File: config.mk
export PLATFORM = sky130hd
export DESIGN_NAME = sticky_irq_ctrl
export DESIGN_NICKNAME = d
export VERILOG_FILES = /design/src/rtl/sticky_irq_ctrl.sv
export SDC_FILE = /design/constraint.sdc
export NUM_CORES = 1
export LEC_CHECK = 0
export BUFFER_PORTS_ARGS = -buffer_cell sky130_fd_sc_hd__buf_4
export CORE_MARGIN = 4
export CORE_UTILIZATION = 35
export CTS_CLUSTER_DIAMETER = 30
export DETAILED_ROUTE_END_ITERATION = 16
export MAX_ROUTING_LAYER = met4
export REMOVE_ABC_BUFFERS = 1
export SYNTH_ARGS = -nofsm -noshare
export SYNTH_HDL_FRONTEND = slang
export SYNTH_SLANG_ARGS = --single-unit
File: constraint.sdc
create_clock -name clk -period 1.8 [get_ports clk]
set_input_delay 0.09 -clock clk [delete_from_list [all_inputs] [get_ports clk]]
set_output_delay 0.09 -clock clk [all_outputs]
set_load 0.02 [all_outputs]
File: src/rtl/sticky_irq_ctrl.sv
module sticky_irq_ctrl #(
  parameter int N_SRC = 24,
  parameter int DW    = 32,
  parameter int AW    = 4
) (
  input  logic             clk,
  input  logic             rst_n,
  input  logic [N_SRC-1:0] irq_in,
  input  logic             wr_en,
  input  logic [AW-1:0]    addr,
  input  logic [DW-1:0]    wdata,
  output logic [DW-1:0]    rdata,
  output logic             irq_out
);
  localparam logic [AW-1:0] A_TRG0 = AW'(1);
  localparam logic [AW-1:0] A_TRG1 = AW'(2);
  localparam logic [AW-1:0] A_PEND = AW'(4);
  localparam logic [AW-1:0] A_EN   = AW'(6);
  localparam logic [AW-1:0] A_ENC  = AW'(7);
  localparam logic [AW-1:0] A_ENS  = AW'(8);
  localparam logic [AW-1:0] A_ID   = AW'(14);
  localparam int PAD = DW - N_SRC;

  logic [N_SRC-1:0] sy1, sy2, sy3;
  logic [N_SRC-1:0] trg0, trg1, pend, en;
  logic [N_SRC-1:0] edge_mode, rise, hw_set, w1c, ident;
  logic [N_SRC-1:0] wd;
  logic [N_SRC-1:0] rsel;

  assign wd        = wdata[N_SRC-1:0];
  assign edge_mode = trg0 | trg1;
  assign rise      = sy2 & ~sy3;
  assign hw_set    = (edge_mode & rise) | (~edge_mode & sy2);
  assign w1c       = (wr_en && addr == A_PEND) ? wd : '0;
  assign ident     = pend & en;

  always_ff @(posedge clk) begin
    if (!rst_n) begin
      sy1 <= '0; sy2 <= '0; sy3 <= '0;
    end else begin
      sy1 <= irq_in; sy2 <= sy1; sy3 <= sy2;
    end
  end

  always_ff @(posedge clk) begin
    if (!rst_n) begin
      trg0 <= '0; trg1 <= '0;
    end else if (wr_en) begin
      if (addr == A_TRG0) trg0 <= wd;
      if (addr == A_TRG1) trg1 <= wd;
    end
  end

  always_ff @(posedge clk) begin
    if (!rst_n) pend <= '0;
    else        pend <= (pend & ~w1c) | hw_set;
  end

  always_ff @(posedge clk) begin
    if (!rst_n) en <= '0;
    else if (wr_en) begin
      case (addr)
        A_EN:    en <= wd;
        A_ENS:   en <= en | wd;
        A_ENC:   en <= en & ~wd;
        default: en <= en;
      endcase
    end
  end

  always_ff @(posedge clk) begin
    if (!rst_n) irq_out <= 1'b0;
    else        irq_out <= |ident;
  end

  always_comb begin
    case (addr)
      A_TRG0:  rsel = trg0;
      A_TRG1:  rsel = trg1;
      A_PEND:  rsel = pend;
      A_EN:    rsel = en;
      A_ID:    rsel = ident;
      default: rsel = '0;
    endcase
  end
  assign rdata = {{PAD{1'b0}}, rsel};

  p_hw_wins_r10: assert property (@(posedge clk) disable iff (!rst_n)
    (|hw_set) |=> ((pend & $past(hw_set)) == $past(hw_set)));

  p_w1c_r3: assert property (@(posedge clk) disable iff (!rst_n)
    (wr_en && addr == A_PEND) |=> ((pend & $past(wd & ~hw_set)) == '0));

  p_en_hold_r4: assert property (@(posedge clk) disable iff (!rst_n)
    !(wr_en && (addr == A_EN || addr == A_ENS || addr == A_ENC)) |=> $stable(en));

  p_irq_reg_r9: assert property (@(posedge clk) disable iff (!rst_n)
    1'b1 |=> (irq_out == $past(|(pend & en))));

  p_edge_once_r7: assert property (@(posedge clk) disable iff (!rst_n)
    (|(pend & edge_mode & ~$past(pend))) |-> (|$past(sy2 & ~sy3)) || $past(wr_en));

  always_comb begin
    if (rst_n) p_hi_zero_r2: assert (rdata[DW-1:N_SRC] == '0);
  end
endmodule

* Word level (Yosys, flattened, before mapping) *
Cells that the tools add are included.

word-level totals
  memory bits (writable) = 0
  ROM bits = 0
  register bits after elaboration = 169
  memories kept = 0
  latch bits = 0

operators by class
  divide/modulo/power cells = 0
  bitwise gates (word level) = 14
  shift-type cells = 0
  reductions and logical operators = 6
  $mul = 0
  equality and inequality tests = 7
  add/subtract/negate cells = 0
  mux-type cells = 3
  magnitude comparators = 0

operators with widths
  cell                                                  count
  AND 24 bit                                            6
  one-hot mux 24 bit (5 select lines)                   1
  inverter 24 bit                                       4
  bitwise OR 24 bit                                     4
  one-hot mux 24 bit (3 select lines)                   1
  two-way mux 24 bit                                    1
  OR reduction 24 bit                                   1
  equality test 4 x 3 -> 1 bit (second input constant)  3
  equality test 4 bit (second input constant)           2
  AND reduction 2 bit                                   3
  equality test 4 x 1 -> 1 bit (second input constant)  1
  equality test 4 x 2 -> 1 bit (second input constant)  1
  nonzero test 3 bit                                    1
  logical AND 1 bit                                     1

* Longest topological paths before layout *
Gate-level depths: netlist of run 1.

  depth after elaboration = 6
  mapped depth = 7
  gate-level depth less buffers = 4

* Least setup slack after synthesis of run 1 *
Ideal clock, no wire load.

  kind = input port to flip-flop
  start = input addr[1]
  end = register en[10]
  arrival = 1.457 ns
  slack = 0.225 ns
  stages = 7
  library setup time = 0.118 ns
  path through = buf_4 > or4b_1 > buf_2 > a31o_2 > buf_6 > o21ai_1 > a21boi_1

between the ends
  word-level cells in the longest chain between the ends = 3

RTL lines
  what                                                                        RTL line  source
  from (decl)                                                                 10        input logic [AW-1:0] addr,
  equality test 4 x 3 -> 1 bit / equality test 4 bit (equally long branches)  62        case (addr)
  nonzero test 3 bit (no line)                                                -
  AND reduction 2 bit (no line)                                               -
  to (signal assigned)                                                        63        A_EN: en <= wd;
  to (signal assigned)                                                        64        A_ENS: en <= en | wd;
  to (signal assigned)                                                        65        A_ENC: en <= en & ~wd;
  to (decl)                                                                   25        logic [N_SRC-1:0] trg0, trg1, pend, en;

Parallel ways exist; a longest one is shown, timed or not.
A chain may end at the register's enable or synchronous reset.

* Final worst setup path of run 1 *
  start = input addr[3]
  end = output rdata[2]

between the ends
  word-level cells in the longest chain between the ends = 2

RTL lines
  what                                         RTL line  source
  equality test 4 bit (tied with other cells)  77        case (addr)
  one-hot mux 24 bit (5 select lines) (*)      77
  to (decl)                                    12        output logic [DW-1:0] rdata,

Mark *: on every way between the ends. The rest lies on a longest branch, timed or not.

==> flow_metrics.tcl, run 1 <==
set metrics [dict create \
    outcome "finished, final reports clean" \
    initialDrtViolationCount 457 \
    insertion_delay_ns 0.43 \
    max_clock_freq_ghz 0.598 \
    leakage_uw 0.00334 \
    cts_resized 0 \
    yosys.area.top_type "dfxtp_1" \
    h-tree-depth 4 \
    power-per-cell-area_mw_per_mm2 946 \
    worstMarginPinSlew_ns 0.585 \
    skew_ns 0.00568 \
    required_ns 1.71 \
    cts_buffer_depth 2 \
    synth_flop_cell "dfxtp_1" \
    antenna_found_initial 0 \
    holdPathStages 2 \
    syn-cell-area_mm2 0.00680 \
    diodes 0 \
    yosys-top-cells-area "dfxtp_1, nand2_1, and2_1, a21boi_1, a22oi_1" \
    fin_ws_ns 0.127 \
    critical_path_class "input pin to output pin" \
    hold_buffers 48 \
    synthCells 747 \
    synth_seq_cells 169 \
    die_h_um 147 \
    critPathArrivalTime_ns 1.58 \
    start_util 0.360 \
    min-delay-path-class "input pin to flop" \
    avgSynthCellArea_um2 9.10 \
    setup_viol 0 \
    synth_top_cells_by_count "nand2_1, dfxtp_1, and2_1" \
    cts.sinks 169 \
    yosysSeqAreaShare 0.498 \
    dp_slack_ns 0.104 \
    grt_overflow 0 \
    netlist.area_leader.share 0.498 \
    row_count 50 \
    fin_crit_sh 0.929 \
    vias 5652 \
    drc 0 \
    async_flop_share 0 \
    hold_viol_final 0 \
    cts_setup_buffers 0 \
    root_buffer "clkbuf_16" \
    first_pass_iters 5 \
    ff2ff_path_depth 3 \
    yosysWarningCount 0 \
    area_growth_pct 28.7 \
    worstHoldEndpoint "trg1[11]$_SDFFE_PN0P_" \
    die-area_mm2 0.0217 \
    cts_tree "yes" \
    synth_edf_count 0 \
    fin_crit_ns 1.67 \
    yosysMostFrequentCell "nand2_1" \
    clk_pin_slew_ns 0.06 \
    drive_gt1_frac 0.161 \
    crit_path_start "addr[3]" \
    post-dp-hpwl_mm 11.3 \
    first_global_vias 5520 \
    cp_max_fo 24 \
    fin_nets 924 \
    drv_slew 0 \
    synthDistinctLibCells 31 \
    end_kind "output pin" \
    finalWeightedCongestion 0.770 \
    wl_per_cell_um 16.2 \
    ant_nets 0 \
    track_usage 0.178 \
    drv_cap 0 \
    r2r_end "irq_out$_SDFF_PN0_" \
    die_w_um 147 \
    relSlewSlack 0.610 \
    regToRegSetupSlack_ns 0.47 \
    coreArea_mm2 0.0189 \
    rsz0062_at_grt "no" \
    grt_max_degree 73 \
    numPortBuffers 79 \
    grt_pass1_wl_mm 29.8 \
    stdcell_count 1134 \
    cts_made_buffers 17 \
    cp-start-kind "input pin" \
    holdCritStartpoint "rst_n" \
    dp_cells 1054 \
    ios 96 \
    worstReg2RegStart "pend[15]$_SDFF_PN0_" \
    drt_wl_total_mm 18.4 \
    vias_per_cell 4.98 \
    ir_drop_mv 0.637 \
]
-- kinds of logic (layout without fill, tap and decap cells) --
logic type,count (synthesis),in the layout,share of synthesized area
AOI/OAI and AO/OA,231,231,0.244
buffers and inverters,65,185,0.0499
DFF,169,169,0.498
other,1,8,0.000552
and+or+nand+nor,281,281,0.208
-- per-layer routing --
layer / track usage / vias up / part of all wire
met2: 0.268 / 124 / 0.45
li1: - / 2807 / -
met4: 0.0485 / 0 / 0.011
met1: 0.238 / 2703 / 0.49
met3: 0.0447 / 18 / 0.047
met5: - / - / 0
-- registers in the layout, summed over array words and instances, names as in the netlist --
name     cells
irq_out      1
sy3         24
sy1         24
en          24
pend        24
sy2         24
trg1        24
trg0        24
-- critical path, stage by stage --
cell and delay, ns:
buf_4 0.15, buf_4 0.19, nor4b_4 0.30, buf_4 0.40, a22oi_1 0.11, nand2_1 0.16, buf_4 0.17
-- worst max-delay path by stage --
stage | end
after detailed placement | en[2]$_SDFFE_PN0P_
after CTS | rdata[2]
after global routing | rdata[23]
after floorplan | pend[0]$_SDFF_PN0_
final | rdata[2]
after global placement | en[1]$_SDFFE_PN0P_
-- final cells by class --
type | count | area (um2)
Fill cell | 1855 | 10100
Sequential cell | 169 | 3380
Multi-Input combinational cell | 520 | 3100
Timing Repair Buffer | 152 | 1340
Clock buffer | 19 | 443
Tap cell | 260 | 325
Clock inverter | 13 | 153
Inverter | 1 | 3.75
-- placed cells by master, fill, tap and decap left out, drive strengths merged --
| cell | count |
|---|---|
| a211oi | 1 |
| a21boi | 72 |
| a21oi | 24 |
| a22oi | 36 |
| a31o | 1 |
| a32o | 24 |
| a32oi | 24 |
| and2 | 75 |
| and3b | 1 |
| buf | 104 |
| bufinv | 3 |
| clkbuf | 19 |
| clkinv | 8 |
| clkinvlp | 2 |
| conb | 8 |
| dfxtp | 169 |
| dlygate4sd3 | 48 |
| inv | 1 |
| nand2 | 170 |
| nand2b | 20 |
| nand3b | 1 |
| nand4 | 3 |
| nand4b | 1 |
| nor4b | 3 |
| o21ai | 48 |
| o31a | 1 |
| or2b | 4 |
| or3b | 1 |
| or4b | 1 |
| or4bb | 1 |
-- power by group --
| group | internal, uW | total [uW] | leakage [uW] | switching, uW |
|---|---|---|---|---|
| sequential | 3860 | 3930 | 0.00138 | 63.7 |
| combinational | 319 | 624 | 0.00167 | 305 |
| clock | 2210 | 3720 | 0.000292 | 1520 |
-- through the flow --
| stage | hold slack (ns) | instance area, um2 | setup TNS (ns) | util | total power [uW] |
|---|---|---|---|---|---|
| after floorplan | 0.212 | 6490 | -12.16 | - | 4220 |
| after global placement | 0.298 | 7670 | 0 | 0.406 | 4540 |
| after detailed placement | 0.300 | 7670 | 0 | 0.406 | 4550 |
| after CTS | 0.0134 | 8740 | 0 | 0.463 | 8340 |
| after global routing | 0.0129 | 8740 | 0 | 0.463 | 8590 |
| final | 0.0267 | 8740 | 0 | 0.463 | 8270 |
Note: power is estimated with default switching activity, not from simulation.
==> run 2, diff against run 1 <==
==> constraint.sdc (replaced) <==
create_clock -name clk -period 1.8 [get_ports clk]
set_input_delay 0.18 -clock clk [delete_from_list [all_inputs] [get_ports clk]]
set_output_delay 0.18 -clock clk [all_outputs]
set_load 0.02 [all_outputs]
==> flow_metrics.tcl, run 2 (synthesized netlist as in run 1, its figures left out) <==
set metrics [dict create \
    worstMarginPinSlew_ns 0.628 \
    cp-start-kind "input pin" \
    grt_overflow 0 \
    cp_max_fo 16 \
    ir_drop_mv 0.580 \
    worstHoldEndpoint "trg0[6]$_SDFFE_PN0P_" \
    numPortBuffers 79 \
    first_global_vias 5397 \
    drive_gt1_frac 0.172 \
    max_clock_freq_ghz 0.585 \
    min-delay-path-class "input pin to flop" \
    final_cell_mix "nand2_1, dfxtp_1, buf_4, and2_1, a21boi_1" \
    initialDrtViolationCount 350 \
    row_count 50 \
    wl_per_cell_um 16.4 \
    holdCritStartpoint "wdata[6]" \
    ff2ff_path_depth 3 \
    required_ns 1.62 \
    finalWeightedCongestion 0.758 \
    fin_crit_sh 0.950 \
    cts_made_buffers 17 \
    holdPathStages 3 \
    drv_slew 0 \
    cts.sinks 169 \
    stdcell_count 1118 \
    cts_tree "yes" \
    drv_cap 0 \
    regToRegSetupSlack_ns 0.49 \
    drc 0 \
    grt_max_degree 35 \
    end_kind "output pin" \
    diodes 0 \
    area_growth_pct 25.4 \
    die-area_mm2 0.0217 \
    first_pass_iters 5 \
    clk_pin_slew_ns 0.07 \
    track_usage 0.174 \
    start_util 0.360 \
    critPathArrivalTime_ns 1.53 \
    relSlewSlack 0.581 \
    design_area_mm2 0.00852 \
    dp_cells 1062 \
    ios 96 \
    root_buffer "clkbuf_16" \
    post-dp-hpwl_mm 11.6 \
    coreArea_mm2 0.0189 \
    antenna_found_initial 0 \
    ant_nets 0 \
    cts_setup_buffers 0 \
    setup_viol 0 \
    fin_crit_ns 1.71 \
    die_h_um 147 \
    place_area_mm2 0.00775 \
    critical_path_class "input pin to output pin" \
    die_w_um 147 \
    outcome "finished, final reports clean" \
    final_common_cell "nand2_1" \
    grt_pass1_wl_mm 29.2 \
    drt_wl_total_mm 18.4 \
    worstReg2RegStart "pend[15]$_SDFF_PN0_" \
    skew_ns 0.0102 \
    cts_buffer_depth 2 \
    r2r_end "irq_out$_SDFF_PN0_" \
    fin_nets 908 \
    fin_ws_ns 0.0904 \
    hold_viol_final 0 \
    vias_per_cell 5.05 \
    insertion_delay_ns 0.43 \
    vias 5643 \
    power-per-cell-area_mw_per_mm2 922 \
    rsz0062_at_grt "no" \
    dp_slack_ns 0.0321 \
    leakage_uw 0.00322 \
    h-tree-depth 4 \
]
run 2: critical path: stages:
cell and delay (ns):
buf_4 0.13, buf_4 0.16, nor4b_4 0.31, buf_4 0.33, a32oi_1 0.09, nand2_1 0.15, buf_4 0.16
run 2: worst max path at each step:
| stage | from | endpoint | slack, ns | depth (start not counted) |
|---|---|---|---|---|
| 2_1_floorplan | addr[3] | pend[0]$_SDFF_PN0_ | -0.36 | 4 |
| 3_3_place_gp | addr[2] | en[0]$_SDFFE_PN0P_ | 0.05 | 6 |
| 3_5_place_dp | addr[2] | en[2]$_SDFFE_PN0P_ | 0.03 | 6 |
| 4_1_cts | addr[3] | rdata[18] | 0.1 | 7 |
| 5_1_grt | addr[3] | rdata[2] | 0.03 | 7 |
| 6_report | addr[3] | rdata[22] | 0.09 | 7 |
run 2: cell type report:
type / instances / area [um2]
inverters: 1 / 3.75
fillers: 1843 / 10400
flip-flops and latches: 169 / 3380
repair buffers: 136 / 1180
well taps: 260 / 325
clock inverters: 13 / 98.8
clock buffers: 19 / 433
multi-input cells: 520 / 3100
run 2: power breakdown:
| group | internal (uW) | leakage [uW] | switching, uW | total (uW) |
|---|---|---|---|---|
| Combinational | 299 | 0.00161 | 302 | 602 |
| Clock | 1770 | 0.000230 | 1570 | 3330 |
| Sequential | 3860 | 0.00138 | 63.2 | 3920 |
run 2: metrics by stage:
stage / TNS, ns / hold slack [ns] / power [uW] / utilization
final: 0 / 0.0243 / 7860 / 0.451
after global routing: 0 / 0.0112 / 8160 / 0.451
after CTS: 0 / 0.00655 / 7930 / 0.451
after detailed placement: 0 / 0.390 / 4570 / 0.410
after global placement: 0 / 0.389 / 4560 / 0.410
after floorplan: -18.67 / 0.302 / 4220 / -
run 2: layer usage:
layer,vias up,GRT usage,part of all wire
met3,25,0.0386,0.052
met2,151,0.264,0.45
met5,-,-,0
met1,2682,0.230,0.48
li1,2785,-,-
met4,0,0.0578,0.018
run 2: timing repair:
action | CTS | global route
resized for setup | 0 | 0
hold endpoints to repair | 24 | 0
hold buffers | 24 | 0
